==> src/rtl/simd_pkg.sv <==
package simd_pkg;
  localparam int DATA_W  = 64;
  localparam int BASE_W  = 8;
  localparam int NSIZE   = 3;
  localparam int MUL_W   = 16;

  typedef enum logic [2:0] {
    OP_ADD   = 3'd0,
    OP_SUB   = 3'd1,
    OP_EQ    = 3'd2,
    OP_GT    = 3'd3,
    OP_MULLO = 3'd4,
    OP_MULHI = 3'd5,
    OP_RSV6  = 3'd6,
    OP_RSV7  = 3'd7
  } op_e;

  typedef enum logic [1:0] {
    SAT_WRAP  = 2'd0,
    SAT_SIGN  = 2'd1,
    SAT_UNS   = 2'd2,
    SAT_WRAP3 = 2'd3
  } sat_e;

  function automatic logic [1:0] size_index(input logic [1:0] lsz);
    return (lsz >= 2'd2) ? 2'd2 : lsz;
  endfunction
endpackage

==> src/rtl/simd_addsub.sv <==
module simd_addsub
  import simd_pkg::*;
#(
  parameter int DW = DATA_W,
  parameter int BW = BASE_W,
  parameter int NS = NSIZE
) (
  input  logic [DW-1:0] a_i,
  input  logic [DW-1:0] b_i,
  input  logic          sub_i,
  input  logic [1:0]    lane_sz_i,
  input  sat_e          sat_i,
  output logic [DW-1:0] y_o
);
  logic [DW-1:0] per_size [NS];

  for (genvar s = 0; s < NS; s++) begin : g_size
    localparam int W  = BW << s;
    localparam int NL = DW / W;
    for (genvar l = 0; l < NL; l++) begin : g_lane
      logic [W-1:0] a_l, b_l, r_l;
      logic [W:0]   ext;
      logic         ovf_s;
      assign a_l = a_i[l*W +: W];
      assign b_l = b_i[l*W +: W];
      assign ext = sub_i ? ({1'b0, a_l} - {1'b0, b_l})
                         : ({1'b0, a_l} + {1'b0, b_l});
      assign ovf_s = (sub_i ? (a_l[W-1] != b_l[W-1]) : (a_l[W-1] == b_l[W-1]))
                     && (ext[W-1] != a_l[W-1]);
      always_comb begin
        unique case (sat_i)
          SAT_SIGN: begin
            if (ovf_s) r_l = a_l[W-1] ? {1'b1, {(W-1){1'b0}}} : {1'b0, {(W-1){1'b1}}};
            else       r_l = ext[W-1:0];
          end
          SAT_UNS: begin
            if (ext[W]) r_l = sub_i ? {W{1'b0}} : {W{1'b1}};
            else        r_l = ext[W-1:0];
          end
          default: r_l = ext[W-1:0];
        endcase
      end
      assign per_size[s][l*W +: W] = r_l;
    end
  end

  assign y_o = per_size[size_index(lane_sz_i)];
endmodule

==> src/rtl/simd_cmp.sv <==
module simd_cmp
  import simd_pkg::*;
#(
  parameter int DW = DATA_W,
  parameter int BW = BASE_W,
  parameter int NS = NSIZE
) (
  input  logic [DW-1:0] a_i,
  input  logic [DW-1:0] b_i,
  input  logic          gt_i,
  input  logic [1:0]    lane_sz_i,
  output logic [DW-1:0] y_o
);
  logic [DW-1:0] per_size [NS];

  for (genvar s = 0; s < NS; s++) begin : g_size
    localparam int W  = BW << s;
    localparam int NL = DW / W;
    for (genvar l = 0; l < NL; l++) begin : g_lane
      logic [W-1:0] a_l, b_l;
      logic         hit;
      assign a_l = a_i[l*W +: W];
      assign b_l = b_i[l*W +: W];
      assign hit = gt_i ? ($signed(a_l) > $signed(b_l)) : (a_l == b_l);
      assign per_size[s][l*W +: W] = {W{hit}};
    end
  end

  assign y_o = per_size[size_index(lane_sz_i)];
endmodule

==> src/rtl/simd_mul.sv <==
module simd_mul
  import simd_pkg::*;
#(
  parameter int DW = DATA_W,
  parameter int MW = MUL_W
) (
  input  logic [DW-1:0] a_i,
  input  logic [DW-1:0] b_i,
  input  logic          hi_i,
  output logic [DW-1:0] y_o
);
  localparam int NL = DW / MW;

  for (genvar l = 0; l < NL; l++) begin : g_lane
    logic signed [MW-1:0]   a_l, b_l;
    logic signed [2*MW-1:0] prod;
    assign a_l  = a_i[l*MW +: MW];
    assign b_l  = b_i[l*MW +: MW];
    assign prod = a_l * b_l;
    assign y_o[l*MW +: MW] = hi_i ? prod[2*MW-1:MW] : prod[MW-1:0];
  end
endmodule

==> src/rtl/simd_alu.sv <==
module simd_alu
  import simd_pkg::*;
(
  input  logic              clk,
  input  logic              rst,
  input  logic              in_valid_i,
  input  logic [DATA_W-1:0] opa_i,
  input  logic [DATA_W-1:0] opb_i,
  input  logic [2:0]        op_i,
  input  logic [1:0]        lane_sz_i,
  input  logic [1:0]        sat_i,
  output logic              res_valid_o,
  output logic [DATA_W-1:0] res_o
);
  op_e               op;
  logic [DATA_W-1:0] as_y, cmp_y, mul_y, nxt;

  assign op = op_e'(op_i);

  simd_addsub #(.DW(DATA_W), .BW(BASE_W), .NS(NSIZE)) u_addsub (
    .a_i(opa_i), .b_i(opb_i), .sub_i(op == OP_SUB),
    .lane_sz_i(lane_sz_i), .sat_i(sat_e'(sat_i)), .y_o(as_y));

  simd_cmp #(.DW(DATA_W), .BW(BASE_W), .NS(NSIZE)) u_cmp (
    .a_i(opa_i), .b_i(opb_i), .gt_i(op == OP_GT),
    .lane_sz_i(lane_sz_i), .y_o(cmp_y));

  simd_mul #(.DW(DATA_W), .MW(MUL_W)) u_mul (
    .a_i(opa_i), .b_i(opb_i), .hi_i(op == OP_MULHI), .y_o(mul_y));

  always_comb begin
    unique case (op)
      OP_ADD, OP_SUB:     nxt = as_y;
      OP_EQ, OP_GT:       nxt = cmp_y;
      OP_MULLO, OP_MULHI: nxt = mul_y;
      default:            nxt = '0;
    endcase
  end

  always_ff @(posedge clk) begin
    if (rst) begin
      res_valid_o <= 1'b0;
      res_o       <= '0;
    end else begin
      res_valid_o <= in_valid_i;
      if (in_valid_i) res_o <= nxt;
    end
  end

  // output valid tracks input strobe one cycle later
  a_r1_valid_follows: assert property (@(posedge clk) disable iff (rst)
    in_valid_i |=> res_valid_o);
  a_r1_valid_drops: assert property (@(posedge clk) disable iff (rst)
    !in_valid_i |=> !res_valid_o);
  // idle cycles keep the result register
  a_r1_hold: assert property (@(posedge clk) disable iff (rst)
    !in_valid_i |=> $stable(res_o));
  // signed greater on identical operands is never true
  a_r7_gt_equal_zero: assert property (@(posedge clk) disable iff (rst)
    (in_valid_i && op_i == 3'd3 && opa_i == opb_i) |=> (res_o == '0));

  for (genvar k = 0; k < DATA_W / BASE_W; k++) begin : g_chk
    // byte compare lanes are clean masks
    a_r6_byte_mask: assert property (@(posedge clk) disable iff (rst)
      (in_valid_i && (op_i == 3'd2 || op_i == 3'd3) && lane_sz_i == 2'd0)
      |=> (res_o[k*BASE_W +: BASE_W] == '0 || res_o[k*BASE_W +: BASE_W] == '1));
    // unsigned saturating byte add never falls below operand a
    a_r5_usat_floor: assert property (@(posedge clk) disable iff (rst)
      (in_valid_i && op_i == 3'd0 && lane_sz_i == 2'd0 && sat_i == 2'd2)
      |=> (res_o[k*BASE_W +: BASE_W] >= $past(opa_i[k*BASE_W +: BASE_W])));
  end
endmodule

==> config.mk <==
export PLATFORM = sky130hd
export DESIGN_NAME = simd_alu
export DESIGN_NICKNAME = d
export VERILOG_FILES = /design/src/rtl/simd_pkg.sv /design/src/rtl/simd_addsub.sv /design/src/rtl/simd_cmp.sv /design/src/rtl/simd_mul.sv /design/src/rtl/simd_alu.sv
export SDC_FILE = /design/constraint.sdc
export NUM_CORES = 2
export LEC_CHECK = 0
export CAP_MARGIN = 20
export CORE_ASPECT_RATIO = 1.2
export CORE_MARGIN = 2
export CORE_UTILIZATION = 30
export CTS_BUF_LIST = sky130_fd_sc_hd__clkbuf_4
export CTS_CLUSTER_DIAMETER = 150
export DETAILED_ROUTE_END_ITERATION = 10
export PLACE_DENSITY = 0.44
export SYNTH_ARGS = -nofsm -noshare
export SYNTH_HDL_FRONTEND = slang
export SYNTH_SLANG_ARGS = --single-unit
==> constraint.sdc <==
create_clock -name clk -period 11.5 [get_ports clk]
set_input_delay 3.45 -clock clk [delete_from_list [all_inputs] [get_ports clk]]
set_output_delay 3.45 -clock clk [all_outputs]
set_load 0.01 [all_outputs]
; Yosys cells after proc, flatten, opt, wreduce, memory -nomap -nowiden
; Index checks and enable logic that the tools add are counted.
[classes]
n_bitwise = 1
add_sub_neg = 28
n_lt_le_gt_ge = 16
reduce_logical = 18
mux = 107
n_mul = 4
n_eq_ne = 51
[op_table]
columns = op, count
row1 = 16-bit two-way mux, 17
row2 = 64-bit binary-select mux with 2-bit select, 2
row3 = 64-bit two-way mux, 4
row4 = 32-bit two-way mux, 7
row5 = 8-bit two-way mux, 25
row6 = 64-bit case mux with 3 select lines, 1
row7 = 16-bit by 16-bit multiplier with 32-bit output, 4
row8 = 16-bit case mux with 2 select lines, 4
row9 = 32-bit case mux with 2 select lines, 2
row10 = 8-bit case mux with 2 select lines, 8
row11 = 8-bit by 8-bit adder with 9-bit output, 8
row12 = 9-bit two-way mux, 8
row13 = 8-bit by 8-bit subtractor with 9-bit output, 8
row14 = 16-bit by 16-bit adder with 17-bit output, 4
row15 = 17-bit two-way mux, 4
row16 = 16-bit by 16-bit subtractor with 17-bit output, 4
row17 = 32-bit by 32-bit adder with 33-bit output, 2
row18 = 33-bit two-way mux, 2
row19 = 32-bit by 32-bit subtractor with 33-bit output, 2
row20 = 16-bit == test, 4
row21 = 32-bit == test, 2
row22 = 8-bit == test, 8
row23 = 16-bit > comparator, 4
row24 = 32-bit > comparator, 2
row25 = other kinds (16), 89
[totals]
out_inout_bits = 65
input_bits = 138
wordCells = 227
register_bits = 65

; Logic depth before layout (Yosys ltp)
[logic_depth]
depth_word = 10
mapped_depth = 26
ltp_nobuf = 25

; Modules after synthesis
; A second synthesis with hierarchy kept.
[unflattened]
cells_unflattened = 7336
hier_area_um2 = 59702.3
[modules_own_cells]
columns = mod, n_inst, area_per_inst_um2, seq_area_each_um2, cells_per_inst
row1 = simd_mul, 1, 40152.3, 0.0, 4486
row2 = simd_addsub, 1, 13066.3, 0.0, 1996
row3 = simd_alu, 1, 3623.5, 1301.2, 439
row4 = simd_cmp, 1, 2860.2, 0.0, 415

; Worst setup path after synthesis
; No wires, ideal clock.
[synth_timing]
path_type = input to register
start = in opa_i[63]
end = reg res_o[61]
path_slack_ps = 1586
path_stages = 22
path_buffers = 2
setup_ps = 75
t_required_ps = 11425
arrival_time_ps = 9840
cell_sequence = clkbuf_1 -> buf_1 -> nand2_1 -> inv_1 -> fa_1 -> fa_1 -> fa_1 -> fa_1 -> fa_1 -> inv_1 -> fa_1 -> inv_1 -> ha_1 -> a21o_1 -> a21o_1 -> a21o_1 -> o41ai_2 -> o21ai_0 -> or4_1 -> a31oi_1 -> nor3_1 -> o22ai_1
[synth_between]
elab_chain_len = 10
word_cells_on_any_way = 48
classes_between = add/sub (6) / mul (1) / order compare (3) / eq/ne (8) / mux (27) / reduce/logical (3)
[synth_rtl]
columns = item, line
row1 = from (decl), simd_alu.sv:7  ; input logic [DATA_W-1:0] opa_i,
row2 = 32-bit by 32-bit adder with 33-bit output (tied with other cells), simd_addsub.sv:27  ; : ({1'b0, a_l} + {1'b0, b_l});
row3 = 33-bit two-way mux (tied with other cells), simd_addsub.sv:26  ; assign ext = sub_i ? ({1'b0, a_l} - {1'b0, b_l})
row4 = 1-bit inequality test, simd_addsub.sv:29  ; && (ext[W-1] != a_l[W-1]);
row5 = 1-bit logical AND, simd_addsub.sv:29
row6 = 32-bit two-way mux (tied with other cells), simd_addsub.sv:33  ; if (ovf_s) r_l = a_l[W-1] ? {1'b1, {(W-1){1'b0}}} : {1'b0, {(W-1){1'b1}}};
row7 = 32-bit case mux with 2 select lines (tied with other cells), simd_addsub.sv:31  ; unique case (sat_i)
row8 = 64-bit binary-select mux with 2-bit select, simd_addsub.sv:47  ; assign y_o = per_size[size_index(lane_sz_i)];
row9 = 64-bit two-way mux (not written as such) (2 in series), simd_addsub.sv:47
row10 = 64-bit case mux with 3 select lines *, simd_alu.sv:32  ; unique case (op)
row11 = to (signal assigned), simd_alu.sv:46  ; if (in_valid_i) res_o <= nxt;
row12 = to (decl), simd_alu.sv:13  ; output logic [DATA_W-1:0] res_o
; Every way passes the cells marked *; elsewhere a longest branch is shown, timed or not. The select of a mux whose other input is x is not followed.
; A chain may end at the register's enable or synchronous reset.

; Final worst setup path
[layout_timing]
start = in opb_i[36]
end = reg res_o[46]
[layout_between]
elab_chain_len = 10
word_cells_on_any_way = 31
classes_between = add/sub (4) / mul (1) / order compare (2) / eq/ne (4) / mux (18) / reduce/logical (2)
[layout_rtl]
columns = item, line
row1 = from (decl), simd_alu.sv:8  ; input logic [DATA_W-1:0] opb_i,
row2 = 32-bit by 32-bit adder with 33-bit output (tied with other cells), simd_addsub.sv:27
row3 = 33-bit two-way mux / 17-bit two-way mux (equally long branches), simd_addsub.sv:26
row4 = 1-bit inequality test, simd_addsub.sv:29
row5 = 1-bit logical AND, simd_addsub.sv:29
row6 = 32-bit two-way mux / 16-bit two-way mux (equally long branches), simd_addsub.sv:33
row7 = 32-bit case mux with 2 select lines / 16-bit case mux with 2 select lines (equally long branches), simd_addsub.sv:31
row8 = 64-bit binary-select mux with 2-bit select, simd_addsub.sv:47
row9 = 64-bit two-way mux (not written as such) (2 in series), simd_addsub.sv:47
row10 = 64-bit case mux with 3 select lines *, simd_alu.sv:32
; Marks and branches as above.

==> out/results.ini <==
[global_route]
grt_max_degree=58
grt_pass1_vias=53340
gr-usage-all-layers_pct=24.5
grt_antenna_before_repair=9
grt_pass1_wl_um=351000
overflow=0

[clocking]
postCtsSetupBuffers=0
cts_tree=built
ctsResizeCount=0
cts_hold_buf=0
insertion_delay_ps=620
cts_buffers=9
path_clk_slew_ps=160
clkSinkCount=65
cts-htree-levels=3
clockBufferDepth=2
root_buffer=clkbuf_4

[sta]
finalSetupTns_ps=0
setup_viol=0
rsz0062_at_grt=no
layout_min_cycle_time_ps=10370
max_freq_mhz=96.4
fin_skew_ps=0
max-slew-margin-rel_pct=23.1
slew_viol_final=0
finalHoldViolCount=0
fin_crit_sh_pct=90.2
tightest_slew_ps=1140

[cells_and_area]
drive_above_1_share_pct=4.43
area_growth_pct=9.70
multi_input_area_mm2=0.0487
register_area_mm2=0.00130
fillers=19995
fin_util_pct=33.0
nNetsFinal=8732
layout.cells.non_filler=9541

[run_status]
status=completed

[logic_synthesis]
synth_common_cells=inv_1 (1324), fa_1 (1064), nand2_1 (730)
ys_types=115
synth-seq-area-share_pct=2.31
postSynthCellCount=6976
synth_most_common_cell=inv_1
yosysTopAreaCell=fa_1
syn_avg_cell_area_um2=8.06
ys_warn_count=0
yosys-top-cells-area=fa_1 (38%), ha_1 (10%), inv_1 (8.8%), nand2_1 (4.9%), and2_1 (4.2%)
async_flop_share_pct=0
ys.flop_type=dfxtp_1
yosysTopAreaCellShare_pct=37.9
synth_edf_count=0
synth_nets=8646
synthesis.area_mm2=0.0562
synth.ff_latch_count=65

[worst_setup_path]
start_kind=primary input
crit_arrival_ps=10920
critPathRequiredTime_ps=12050
worstPathMaxFanout=14
crit_type=in -> reg
cp-end-kind=flip-flop
ff2ff_path_depth=4

[floorplan]
initial_core_util_pct=30.1
die_h_um=478
io_pins=203
fp.coreArea_mm2=0.187
chipWidth_um=399
dieArea_mm2=0.191
num_rows=174

[placement]
numPortBuffers=202
dp_hpwl_um=194000
globalplace.congestion=0.960
dp_cells=9515

[drt]
vias=50655
drc_errors=0
ant_nets=0
routedWlPerCell_um=24.5
vias_per_cell=5.31
dr.pass1.iters=6
routed_wl_um=234000
drtIter0Drc=4047

[worst_hold_path]
holdPathStages=2
holdCritPathClass=reg -> reg

[flow_run]
drv_cap=0

cell type report:
type	count	area share, %
sequential	65	2.11
antenna	10	0.0406
clock inverter	7	0.134
multi-input combinational	5254	78.9
clock buffer	9	0.110
inverter	1337	8.13
timing repair buffer	395	5.59
tap	2464	5.00
registers in the layout, indices dropped and copies added, names as in the netlist:
register / cells
res_valid_o: 1
res_o: 64
per-layer routing:
layer  track usage [%]  vias up  routed length [um]
met2              42.1     1805              114000
li1                  -    22583                   -
met3              2.44      355               12800
met4              7.77        6                8330
met1              32.1    25906               99000
met5                 0        -                  40
cell families (layout without fill, tap and decap cells):
group                    Yosys count  after routing  share of synthesized area [%]
AND/OR/NAND/NOR                 2011           2011                           17.1
buffers and inverters           1657           1748                           11.2
adder cells (fa/ha/maj)         1532           1532                           48.3
AO/OA/AOI/OAI                   1430           1430                           16.6
XOR/XNOR                         252            252                           3.92
flip-flops                        65             65                           2.31
multiplexers                      29             29                          0.541
other                              0             10                              0
through the flow:
stage | setup WS (ps) | area [um2] | hold slack, ps
floorplan | 1590 | 56200 | 474
global placement | 432 | 61500 | 501
detailed placement | 453 | 61500 | 496
CTS | 1130 | 61700 | 516
global route | 786 | 61700 | 537
finish | 1130 | 61700 | 508
worst max-delay path, stage by stage:
cell             delay (ps)
clkdlybuf4s50_1         920
inv_1                   320
nor2_1                  260
fa_1                    420
inv_1                    80
fa_1                    430
fa_1                    510
inv_1                    50
fa_1                    500
fa_1                    500
inv_1                    50
fa_1                    490
inv_1                    60
ha_1                    350
a21o_1                  200
a21o_1                  170
a211oi_1                230
o21bai_1                130
nor3_1                  510
o31ai_1                 190
a31oi_1                 230
nand2b_1                230
nor4b_1                 260
o21ai_0                 190
a31oi_1                 160
cells in the final DEF, fill, tap and decap left out, types with 15 or more instances in the layout:
cell type / synthesis / layout
a21o_1: 97 / 97
inv_1: 1324 / 1324
xor2_1: 58 / 58
o31a_1: 15 / 15
nor2_1: 437 / 432
clkdlybuf4s50_1: 0 / 198
nand3_1: 68 / 68
o21ai_0: 298 / 298
a211oi_1: 53 / 53
a221o_1: 19 / 19
a21oi_1: 418 / 418
nand4_1: 49 / 49
or3_1: 19 / 19
a31oi_1: 74 / 73
a211o_1: 25 / 25
fa_1: 1064 / 1064
and2_1: 382 / 382
a221oi_1: 26 / 26
nor3_1: 77 / 77
buf_4: 5 / 193
mux2i_1: 21 / 21
o22ai_1: 28 / 28
or2_2: 18 / 18
o21a_1: 48 / 48
o221ai_1: 17 / 17
o31ai_1: 43 / 43
a2111oi_0: 17 / 17
nand2_1: 730 / 730
nor2b_1: 50 / 48
and3_1: 25 / 25
nand2b_1: 60 / 60
dfxtp_1: 65 / 65
xnor2_1: 194 / 194
o211ai_1: 37 / 37
ha_1: 468 / 466
o21bai_1: 34 / 34
nor4_1: 36 / 36
path summary, 6_finish.rpt:
kind              startpoint        end  slack, ps
setup / recovery   opb_i[36]  res_o[46]       1130
hold / removal     res_o[51]  res_o[51]        510
setup reg to reg   res_o[25]  res_o[25]      10040
hold reg to reg    res_o[51]  res_o[51]        510
Power is left out: the tool's default activity adds up to more than one toggle a clock period on the data nets, which glitch-free logic cannot reach.
